### src/rtl/acc_ctrl_pkg.sv
// Shared constants for the accelerator control register block.
// Assumes word-aligned AXI4-Lite accesses; the index is the byte offset / 4.
package acc_ctrl_pkg;
    localparam int IDX_CTRL = 0;   // 0x00 launch/status word
    localparam int IDX_GIE  = 1;   // 0x04 master interrupt enable
    localparam int IDX_IER  = 2;   // 0x08 source enables
    localparam int IDX_ISR  = 3;   // 0x0C pending flags

    localparam int BIT_START = 0;
    localparam int BIT_DONE  = 1;
    localparam int BIT_IDLE  = 2;
    localparam int BIT_READY = 3;
    localparam int BIT_AUTO  = 7;

    localparam int NUM_SRC  = 2;   // source 0: completion, source 1: acceptance
    localparam logic [1:0] RESP_OKAY = 2'b00;
endpackage

### src/rtl/acc_axil_port.sv
// AXI4-Lite slave handshake front end.
// Accepts a write when address and data are both valid and no response is
// pending; accepts a read when no read data is pending. Emits one-cycle
// write/read fire strobes with word indices, and registers read data.
// Assumes the address and data of a write are presented together.
module acc_axil_port #(
    parameter int ADDR_W = 6,
    parameter int DATA_W = 32,
    localparam int IDX_W = ADDR_W - 2,
    localparam int STRB_W = DATA_W / 8
) (
    input  logic              clk,
    input  logic              rst_n,
    input  logic [ADDR_W-1:0] awaddr,
    input  logic              awvalid,
    output logic              awready,
    input  logic [DATA_W-1:0] wdata,
    input  logic [STRB_W-1:0] wstrb,
    input  logic              wvalid,
    output logic              wready,
    output logic              bvalid,
    input  logic              bready,
    input  logic [ADDR_W-1:0] araddr,
    input  logic              arvalid,
    output logic              arready,
    output logic [DATA_W-1:0] rdata,
    output logic              rvalid,
    input  logic              rready,
    output logic              wr_fire,
    output logic [IDX_W-1:0]  wr_idx,
    output logic [DATA_W-1:0] wr_data,
    output logic              wr_lane0,
    output logic              rd_fire,
    output logic [IDX_W-1:0]  rd_idx,
    input  logic [DATA_W-1:0] rd_word
);
    logic accept_w;

    // Write accept: both channels present and response slot free.
    always_comb begin
        accept_w = awvalid && wvalid && !bvalid;
        awready  = accept_w;
        wready   = accept_w;
        wr_fire  = accept_w;
        wr_idx   = awaddr[ADDR_W-1:2];
        wr_data  = wdata;
        wr_lane0 = wstrb[0];
        arready  = !rvalid;
        rd_fire  = arvalid && !rvalid;
        rd_idx   = araddr[ADDR_W-1:2];
    end

    // Write response channel.
    always_ff @(posedge clk) begin
        if (!rst_n)          bvalid <= 1'b0;
        else if (accept_w)   bvalid <= 1'b1;
        else if (bready)     bvalid <= 1'b0;
    end

    // Read data channel: capture the selected word on acceptance.
    always_ff @(posedge clk) begin
        if (!rst_n) begin
            rvalid <= 1'b0;
            rdata  <= '0;
        end else if (rd_fire) begin
            rvalid <= 1'b1;
            rdata  <= rd_word;
        end else if (rready) begin
            rvalid <= 1'b0;
        end
    end
endmodule

### src/rtl/acc_run_ctl.sv
// Launch and completion state for the core.
// Holds the start request until the core's ready strobe, latches completion
// until software reads the control word, and re-arms start after completion
// when re-launch is enabled. Assumes core_done/core_ready are clock-synchronous.
module acc_run_ctl (
    input  logic clk,
    input  logic rst_n,
    input  logic ctl_wr,
    input  logic wr_start,
    input  logic wr_auto,
    input  logic ctl_rd,
    input  logic core_done,
    input  logic core_ready,
    output logic start_o,
    output logic done_o,
    output logic auto_o
);
    logic start_set, start_clr;

    // Set/clear terms for the start request.
    always_comb begin
        start_set = (ctl_wr && wr_start) || (auto_o && core_done);
        start_clr = start_o && core_ready;
    end

    // Start request: set wins over acceptance clear.
    always_ff @(posedge clk) begin
        if (!rst_n)          start_o <= 1'b0;
        else if (start_set)  start_o <= 1'b1;
        else if (start_clr)  start_o <= 1'b0;
    end

    // Sticky completion flag: a new completion wins over read-clear.
    always_ff @(posedge clk) begin
        if (!rst_n)         done_o <= 1'b0;
        else if (core_done) done_o <= 1'b1;
        else if (ctl_rd)    done_o <= 1'b0;
    end

    // Re-launch mode flag.
    always_ff @(posedge clk) begin
        if (!rst_n)      auto_o <= 1'b0;
        else if (ctl_wr) auto_o <= wr_auto;
    end
endmodule

### src/rtl/acc_irq_unit.sv
// Interrupt enables, pending flags and the interrupt output.
// Pending flags are set by enabled events and inverted by written ones;
// the output is the master enable gated with any pending flag.
module acc_irq_unit #(
    parameter int NSRC = 2
) (
    input  logic            clk,
    input  logic            rst_n,
    input  logic            gie_wr,
    input  logic            ier_wr,
    input  logic            isr_wr,
    input  logic            wr_gie,
    input  logic [NSRC-1:0] wr_bits,
    input  logic [NSRC-1:0] events,
    output logic            gie_o,
    output logic [NSRC-1:0] ier_o,
    output logic [NSRC-1:0] isr_o,
    output logic            irq
);
    // Master enable register.
    always_ff @(posedge clk) begin
        if (!rst_n)      gie_o <= 1'b0;
        else if (gie_wr) gie_o <= wr_gie;
    end

    // Source enable register.
    always_ff @(posedge clk) begin
        if (!rst_n)      ier_o <= '0;
        else if (ier_wr) ier_o <= wr_bits;
    end

    // One pending flag per source.
    for (genvar s = 0; s < NSRC; s++) begin : g_src
        // Enabled event sets; a written one toggles.
        always_ff @(posedge clk) begin
            if (!rst_n)                      isr_o[s] <= 1'b0;
            else if (events[s] && ier_o[s])  isr_o[s] <= 1'b1;
            else if (isr_wr && wr_bits[s])   isr_o[s] <= !isr_o[s];
        end
    end

    // Interrupt output.
    always_comb irq = gie_o && (|isr_o);
endmodule

### src/rtl/acc_ctrl_regs.sv
// Top of the accelerator start/done control register block.
// Decodes the four control words, routes side effects to the launch and
// interrupt units, and assembles read data. Assumes DATA_W >= 8 and ADDR_W >= 4.
module acc_ctrl_regs #(
    parameter int ADDR_W = 6,
    parameter int DATA_W = 32,
    localparam int IDX_W = ADDR_W - 2,
    localparam int STRB_W = DATA_W / 8
) (
    input  logic              clk,
    input  logic              rst_n,
    input  logic [ADDR_W-1:0] s_awaddr,
    input  logic              s_awvalid,
    output logic              s_awready,
    input  logic [DATA_W-1:0] s_wdata,
    input  logic [STRB_W-1:0] s_wstrb,
    input  logic              s_wvalid,
    output logic              s_wready,
    output logic [1:0]        s_bresp,
    output logic              s_bvalid,
    input  logic              s_bready,
    input  logic [ADDR_W-1:0] s_araddr,
    input  logic              s_arvalid,
    output logic              s_arready,
    output logic [DATA_W-1:0] s_rdata,
    output logic [1:0]        s_rresp,
    output logic              s_rvalid,
    input  logic              s_rready,
    output logic              core_start,
    input  logic              core_done,
    input  logic              core_idle,
    input  logic              core_ready,
    output logic              irq
);
    import acc_ctrl_pkg::*;

    logic              wr_fire, wr_lane0, rd_fire;
    logic [IDX_W-1:0]  wr_idx, rd_idx;
    logic [DATA_W-1:0] wr_data, rd_word;
    logic              ctl_wr, gie_wr, ier_wr, isr_wr, ctl_rd;
    logic              done_w, auto_w, gie_w;
    logic [NUM_SRC-1:0] ier_w, isr_w, ev_w;

    acc_axil_port #(.ADDR_W(ADDR_W), .DATA_W(DATA_W)) u_port (
        .clk(clk), .rst_n(rst_n),
        .awaddr(s_awaddr), .awvalid(s_awvalid), .awready(s_awready),
        .wdata(s_wdata), .wstrb(s_wstrb), .wvalid(s_wvalid), .wready(s_wready),
        .bvalid(s_bvalid), .bready(s_bready),
        .araddr(s_araddr), .arvalid(s_arvalid), .arready(s_arready),
        .rdata(s_rdata), .rvalid(s_rvalid), .rready(s_rready),
        .wr_fire(wr_fire), .wr_idx(wr_idx), .wr_data(wr_data), .wr_lane0(wr_lane0),
        .rd_fire(rd_fire), .rd_idx(rd_idx), .rd_word(rd_word)
    );

    // Per-word write/read strobes; only byte lane 0 carries control bits.
    always_comb begin
        ctl_wr  = wr_fire && wr_lane0 && (wr_idx == IDX_W'(IDX_CTRL));
        gie_wr  = wr_fire && wr_lane0 && (wr_idx == IDX_W'(IDX_GIE));
        ier_wr  = wr_fire && wr_lane0 && (wr_idx == IDX_W'(IDX_IER));
        isr_wr  = wr_fire && wr_lane0 && (wr_idx == IDX_W'(IDX_ISR));
        ctl_rd  = rd_fire && (rd_idx == IDX_W'(IDX_CTRL));
        ev_w    = {core_ready, core_done};
        s_bresp = RESP_OKAY;
        s_rresp = RESP_OKAY;
    end

    acc_run_ctl u_run (
        .clk(clk), .rst_n(rst_n),
        .ctl_wr(ctl_wr), .wr_start(wr_data[BIT_START]), .wr_auto(wr_data[BIT_AUTO]),
        .ctl_rd(ctl_rd), .core_done(core_done), .core_ready(core_ready),
        .start_o(core_start), .done_o(done_w), .auto_o(auto_w)
    );

    acc_irq_unit #(.NSRC(NUM_SRC)) u_irq (
        .clk(clk), .rst_n(rst_n),
        .gie_wr(gie_wr), .ier_wr(ier_wr), .isr_wr(isr_wr),
        .wr_gie(wr_data[0]), .wr_bits(wr_data[NUM_SRC-1:0]), .events(ev_w),
        .gie_o(gie_w), .ier_o(ier_w), .isr_o(isr_w), .irq(irq)
    );

    // Read data selection; idle and ready are shown live.
    always_comb begin
        rd_word = '0;
        case (rd_idx)
            IDX_W'(IDX_CTRL): begin
                rd_word[BIT_START] = core_start;
                rd_word[BIT_DONE]  = done_w;
                rd_word[BIT_IDLE]  = core_idle;
                rd_word[BIT_READY] = core_ready;
                rd_word[BIT_AUTO]  = auto_w;
            end
            IDX_W'(IDX_GIE): rd_word[0] = gie_w;
            IDX_W'(IDX_IER): rd_word[NUM_SRC-1:0] = ier_w;
            IDX_W'(IDX_ISR): rd_word[NUM_SRC-1:0] = isr_w;
            default: rd_word = '0;
        endcase
    end
endmodule

### config.mk
export PLATFORM = sky130hd
export DESIGN_NAME = acc_ctrl_regs
export DESIGN_NICKNAME = d
export VERILOG_FILES = /design/src/rtl/acc_ctrl_pkg.sv /design/src/rtl/acc_axil_port.sv /design/src/rtl/acc_run_ctl.sv /design/src/rtl/acc_irq_unit.sv /design/src/rtl/acc_ctrl_regs.sv
export SDC_FILE = /design/constraint.sdc
export NUM_CORES = 1
export LEC_CHECK = 0
export ABC_AREA = 0
export BUFFER_PORTS_ARGS = -buffer_cell sky130_fd_sc_hd__buf_2
export CORE_UTILIZATION = 30
export DETAILED_ROUTE_END_ITERATION = 10
export MAX_ROUTING_LAYER = met4
export PLACE_DENSITY_LB_ADDON = 0.1
export SLEW_MARGIN = 20
export SYNTH_ARGS = -nofsm -noshare
export SYNTH_HDL_FRONTEND = slang
export SYNTH_SLANG_ARGS = --single-unit
### constraint.sdc
create_clock -name clk -period 3.8 [get_ports clk]
set_clock_uncertainty 0.1 [all_clocks]
set_input_delay 0.57 -clock clk [delete_from_list [all_inputs] [get_ports clk]]
set_output_delay 0.57 -clock clk [all_outputs]
set_load 0.005 [all_outputs]
# Word-level counts from Yosys, hierarchy flattened
# Cells that the tools add are included.
dict set report classes {
  n_eq_ne 6
  n_mux 16
  n_reduce_logical 31
}
# cell n
set ops {}
lappend ops {{logical AND 1 bit} 17}
lappend ops {{equality test 4 x 2 -> 1 bit, second input constant} 4}
lappend ops {{two-way mux 1 bit} 13}
lappend ops {{nonzero test 2 bit} 6}
lappend ops {{equality test 4 x 1 -> 1 bit, second input constant} 2}
lappend ops {{zero test 4 bit} 2}
lappend ops {{zero test 1 bit} 4}
lappend ops {{case mux 1 bit (4 select lines)} 1}
lappend ops {{case mux 1 bit (3 select lines)} 1}
lappend ops {{two-way mux 2 bit} 1}
lappend ops {{OR reduction 2 bit} 1}
lappend ops {{logical OR 1 bit} 1}
dict set report word_totals {
  reg_bits 15
  inputBits 58
  word_cells 63
}

# Logic depth before layout (Yosys ltp)
dict set report logic_depth {
  ltp_word 7
  depth_mapped 3
  mapped_depth_nobuf 3
}

# Modules after synthesis
# From an unflattened synthesis, not the netlist that was laid out.
dict set report unflattened {
  hier_cells 247
  area_unflattened_um2 2239.6
}
# module instances cells_each area_per_inst_um2
set by_module_without_submodules {}
lappend by_module_without_submodules {acc_axil_port 1 193 1745.4}
lappend by_module_without_submodules {acc_irq_unit 1 21 207.7}
lappend by_module_without_submodules {acc_ctrl_regs 1 23 175.2}
lappend by_module_without_submodules {acc_run_ctl 1 10 111.4}

# Worst setup path after synthesis
# No wires, ideal clock.
dict set report synth_path {
  path_kind {input to register}
  startpoint {input s_awaddr[2]}
  endpoint {register u_run.start_o}
  t_arrival_ns 1.615
  slack_ns 2.010
  path_stages 3
  n_path_buf 0
  cell_sequence {or4b_4 -> or4_1 -> o21ai_0}
}
dict set report synth_between {
  elab_chain_len 5
  word_cells_on_any_way 6
  classes_between {1 x mux; 5 x reduce/logical}
}
# item line
set synth_rtl {}
lappend synth_rtl {{from (decl)} acc_ctrl_regs.sv:12} ;# input logic [ADDR_W-1:0] s_awaddr,
lappend synth_rtl {{zero test 4 bit *} acc_ctrl_regs.sv:57} ;# ctl_wr = wr_fire && wr_lane0 && (wr_idx == IDX_W'(IDX_CTRL));
lappend synth_rtl {{logical AND 1 bit *} acc_ctrl_regs.sv:57}
lappend synth_rtl {{logical AND 1 bit *} acc_run_ctl.sv:22} ;# start_set = (ctl_wr && wr_start) || (auto_o && core_done);
lappend synth_rtl {{logical OR 1 bit *} acc_run_ctl.sv:22}
lappend synth_rtl {{two-way mux 1 bit or nonzero test 2 bit (tied branches)} n/a}
lappend synth_rtl {{to (signal assigned)} acc_run_ctl.sv:28} ;# if (!rst_n) start_o <= 1'b0;
lappend synth_rtl {{to (signal assigned)} acc_run_ctl.sv:29} ;# else if (start_set) start_o <= 1'b1;
lappend synth_rtl {{to (signal assigned)} acc_run_ctl.sv:30} ;# else if (start_clr) start_o <= 1'b0;
lappend synth_rtl {{to (decl)} acc_run_ctl.sv:14} ;# output logic start_o,
# Every way passes the cells marked *; elsewhere a longest branch is shown, timed or not.
# A chain may end at the register's enable or synchronous reset.

# Final worst setup path
dict set report layout_path {
  startpoint {input s_araddr[5]}
  endpoint {register u_run.done_o}
}
dict set report layout_between {
  elab_chain_len 3
}
# item line
set layout_rtl {}
lappend layout_rtl {{from (decl)} acc_ctrl_regs.sv:22} ;# input logic [ADDR_W-1:0] s_araddr,
lappend layout_rtl {{zero test 4 bit} acc_ctrl_regs.sv:61} ;# ctl_rd = rd_fire && (rd_idx == IDX_W'(IDX_CTRL));
lappend layout_rtl {{logical AND 1 bit} acc_ctrl_regs.sv:61}
lappend layout_rtl {{nonzero test 2 bit (no line)} n/a}
lappend layout_rtl {{to (signal assigned)} acc_run_ctl.sv:35} ;# if (!rst_n) done_o <= 1'b0;
lappend layout_rtl {{to (signal assigned)} acc_run_ctl.sv:36} ;# else if (core_done) done_o <= 1'b1;
lappend layout_rtl {{to (signal assigned)} acc_run_ctl.sv:37} ;# else if (ctl_rd) done_o <= 1'b0;
lappend layout_rtl {{to (decl)} acc_run_ctl.sv:15} ;# output logic done_o,
# Every way passes these cells.

==> key figures <==
Outcome
  • Status: complete, but fails checks
  • Violated checks: DRC

Critical path
  • CP max stage delay: around 0.80 ns
  • CP Launch Point: s_araddr[5]
  • Slowest-stage cell, CP: nor4b_1
  • Critical path class: input port to register
  • Setup crit end kind: register
  • Required time of the critical path: approximately 3.9 ns
  • Startpoint types: input port
  • Reg-to-reg startpoint: u_port.rvalid$_SDFFE_PN0P_
  • Max Fanout on Critical Path: 6
  • Worst-path cell chain: buf_2 -> nor4b_1 -> a21boi_0 -> o21a_1
  • Bufs and invs on worst path: 1
  • Critical Path AT: 1.89 ns
  • CP top delay family: simple AND/OR/NAND/NOR gates

STA
  • Final min period: 1.79 ns
  • Final Hold Viols: 0
  • Actual slew at the worst max-slew pin: 0.942 ns
  • Slew Viols, Final: 0
  • Fin Setup TNS: 0 ns
  • RSZ-0062 raised after global routing: no
  • Hold WS: 0.380 ns
  • Final setup fails: 0
  • Ratio of final minimum period to clock period: 47.2%
  • Max_slew headroom: between 30 and 40%
  • Final WS setup: 2.01 ns
  • Fmax: between 0.5 and 0.6 GHz

Cells and area
  • Nets: 200
  • Layout area overhead: 10.8%
  • FF+latch area: 300 µm²
  • Share of post-route cells with drive strength above 1: 28.4%
  • # fillers: roughly 320
  • Multi-input logic area: 477 µm²
  • Antenna diodes: 0

Power and ir drop
  • Maximum vdd drop: roughly 0.00018 V
  • Power Density: slightly below 300 mW/mm²
  • Leak Pwr: 0.000499 µW

Clock network
  • Hold buffer count at CTS: 0
  • Post_cts resized: 0
  • Clock sink total: 15
  • CTS max path bufs: 2
  • Clk Latency, worst-skew pair: 0.29 ns
  • CTS tree: built
  • CTS clk-pin slew, worst paths: 0.09 ns
  • H-tree levels: 1
  • CTS buffer count: 3
  • Post-CTS setup buffers: 0
  • CTS root buf: clkbuf_4

Floorplanning
  • Initial core utilization: 32.6%
  • Die Y: just under 60 µm
  • Num rows: 19
  • Die W: 57.7 µm
  • CORE AREA: 0.00285 mm²
  • Die area: around 0.0033 mm²
  • Ports: approximately 100

Detailed routing
  • Routed Wire Length: 1.86 mm
  • Initial DRC Count: 23
  • Drt first pass iters: 7
  • Via count: between 700 and 800
  • Avg Vias per Cell: approximately 4.5
  • Final ANT Viol Nets: 0
  • # DRC: 6
  • Drt wl/cell: 10.8 µm

Place
  • Placer congestion estimate: 0.771
  • IO buf count: 33
  • Pre-CTS setup slack: about 1.6 ns
  • Post-detail-place hpwl: 1.51 mm

Global route
  • GR Overflow Total: 0
  • Largest net degree at the start of global routing: 12
  • First-pass GRT wire length: 2.80 mm
  • Overall routing resource usage: 11.3%
  • Initial antenna violation count: 0
  • Vias in the first global route: 620

Hold path
  • Hold path start: u_irq.ier_o[0]$_SDFFE_PN0P_
  • Min-delay worst type: register to register

Synthesis
  • Synth area leaders: dfxtp_1, buf_4, mux2i_1, nand2_1, a32oi_1
  • Dominant cell type by area after synthesis: dfxtp_1
  • Cells after Synth: 107
  • Share of the yosys chip area belonging to registers: 32.3%
  • Cell area after synthesis: 931 µm²
  • Post-Syn Area per Cell: between 8 and 9 µm²
  • FF+latch count, synth: 15
  • Yosys cell types: 31
  • YS warnings: 0
  • Synth top area share: 32.3%

Job
  • Max Cap Viol: 0
-- logic make-up (layout without fill, tap and decap cells) --
kind of cell	after synthesis	after routing	synth area share (%)
buffers and inverters	39	43	28.6
DFF	15	15	32.3
other	1	31	0.403
and+or+nand+nor	28	28	17.2
muxes	5	5	6.72
AOI/OAI and AO/OA	19	19	14.8
-- cells in the final DEF, fill, tap and decap left out --
cell type,n
a21oi_1,2
or4b_4,1
a21boi_0,1
o21a_1,2
nor4b_1,1
and3_1,1
or4_1,3
nand4b_1,1
nand3b_1,1
a22oi_1,2
inv_1,5
dfxtp_1,15
clkbuf_4,3
nand4bb_1,1
o311ai_0,1
a31o_2,1
buf_2,33
mux2i_1,4
clkinv_1,1
nor3_1,1
nand3_1,1
o31ai_1,2
nand2_1,8
conb_1,31
o21ai_0,2
nor2_1,6
mux4_2,1
nand2b_1,3
clkinv_2,1
a31oi_1,2
o41ai_1,1
a32oi_1,3
-- where the power goes --
part	switching (µW)	internal [µW]
logic	26.3	16.6
clock network	53.7	39.1
registers	2.01	160
-- routing by layer --
metal / up-vias / wire length, µm / global-route usage [%]
met1: 352 / 801 / 13.8
li1: 384 / - / -
met2: 42 / 871 / 18.3
met3: 0 / 184 / 5.13
met5: - / 0 / -
met4: 0 / 0 / 0
-- synthesized netlist by cell type --
| cell type | count |
|---|---|
| nand2b_1 | 3 |
| or4_1 | 3 |
| o21ai_0 | 2 |
| inv_1 | 5 |
| mux2i_1 | 4 |
| or4b_4 | 1 |
| mux4_2 | 1 |
| a21oi_1 | 2 |
| clkbuf_1 | 1 |
| dfxtp_1 | 15 |
| nand4bb_1 | 1 |
| a31oi_1 | 2 |
| nor2_1 | 6 |
| a32oi_1 | 3 |
| a21boi_0 | 1 |
| nor4b_1 | 1 |
| buf_4 | 32 |
| nand3b_1 | 1 |
| nand3_1 | 1 |
| conb_1 | 1 |
| nand2_1 | 8 |
| o311ai_0 | 1 |
| o31ai_1 | 2 |
| and3_1 | 1 |
| o21a_1 | 2 |
| o41ai_1 | 1 |
| clkinv_1 | 1 |
| a31o_2 | 1 |
| nand4b_1 | 1 |
| a22oi_1 | 2 |
| nor3_1 | 1 |
-- worst register-to-register path, delay by kind of cell (launching register included) --
kind               cells  cell delay (ns)
AOI/OAI and AO/OA      2             0.42
and+or+nand+nor        1             0.83
DFF                    1             0.35
-- path summary, 6_finish.rpt --
check	depth (start not counted)	to	slack [ns]
max reg2reg	3	u_run.done_o$_SDFFE_PN0P_	2.01
min	2	u_irq.ier_o[0]$_SDFFE_PN0P_	0.38
min reg2reg	2	u_irq.ier_o[0]$_SDFFE_PN0P_	0.38
max	4	u_run.done_o$_SDFFE_PN0P_	2.01
-- area by class of cell --
type / instances / share of cell area [%]
Clock inverter: 1 / 0.485
Clock buffer: 3 / 2.18
Inverter: 6 / 2.18
Timing Repair Buffer: 33 / 16.0
Sequential cell: 15 / 29.1
Multi-Input combinational cell: 83 / 46.2
Tap cell: 31 / 3.76
-- flip-flops by register name (all words and copies together), names as in the netlist --
signal / cells
u_irq.gie_o: 1
u_port.bvalid: 1
u_irq.ier_o: 2
u_port.rdata: 5
u_run.start_o: 1
u_run.done_o: 1
u_irq.isr_o: 2
u_port.rvalid: 1
u_run.auto_o: 1
-- metrics by stage --
step / power [µW] / instances / util, % / cell area [µm²]
finish: 298 / 172 / 36.1 / 1030
global route: 316 / 172 / 36.1 / 1030
CTS: 303 / 172 / 36.1 / 1030
detailed placement: 208 / 168 / 35.2 / 1000
global placement: 207 / 168 / 35.2 / 1000
floorplan: 211 / 137 / - / 1040
(Power assumes the default switching activity.)
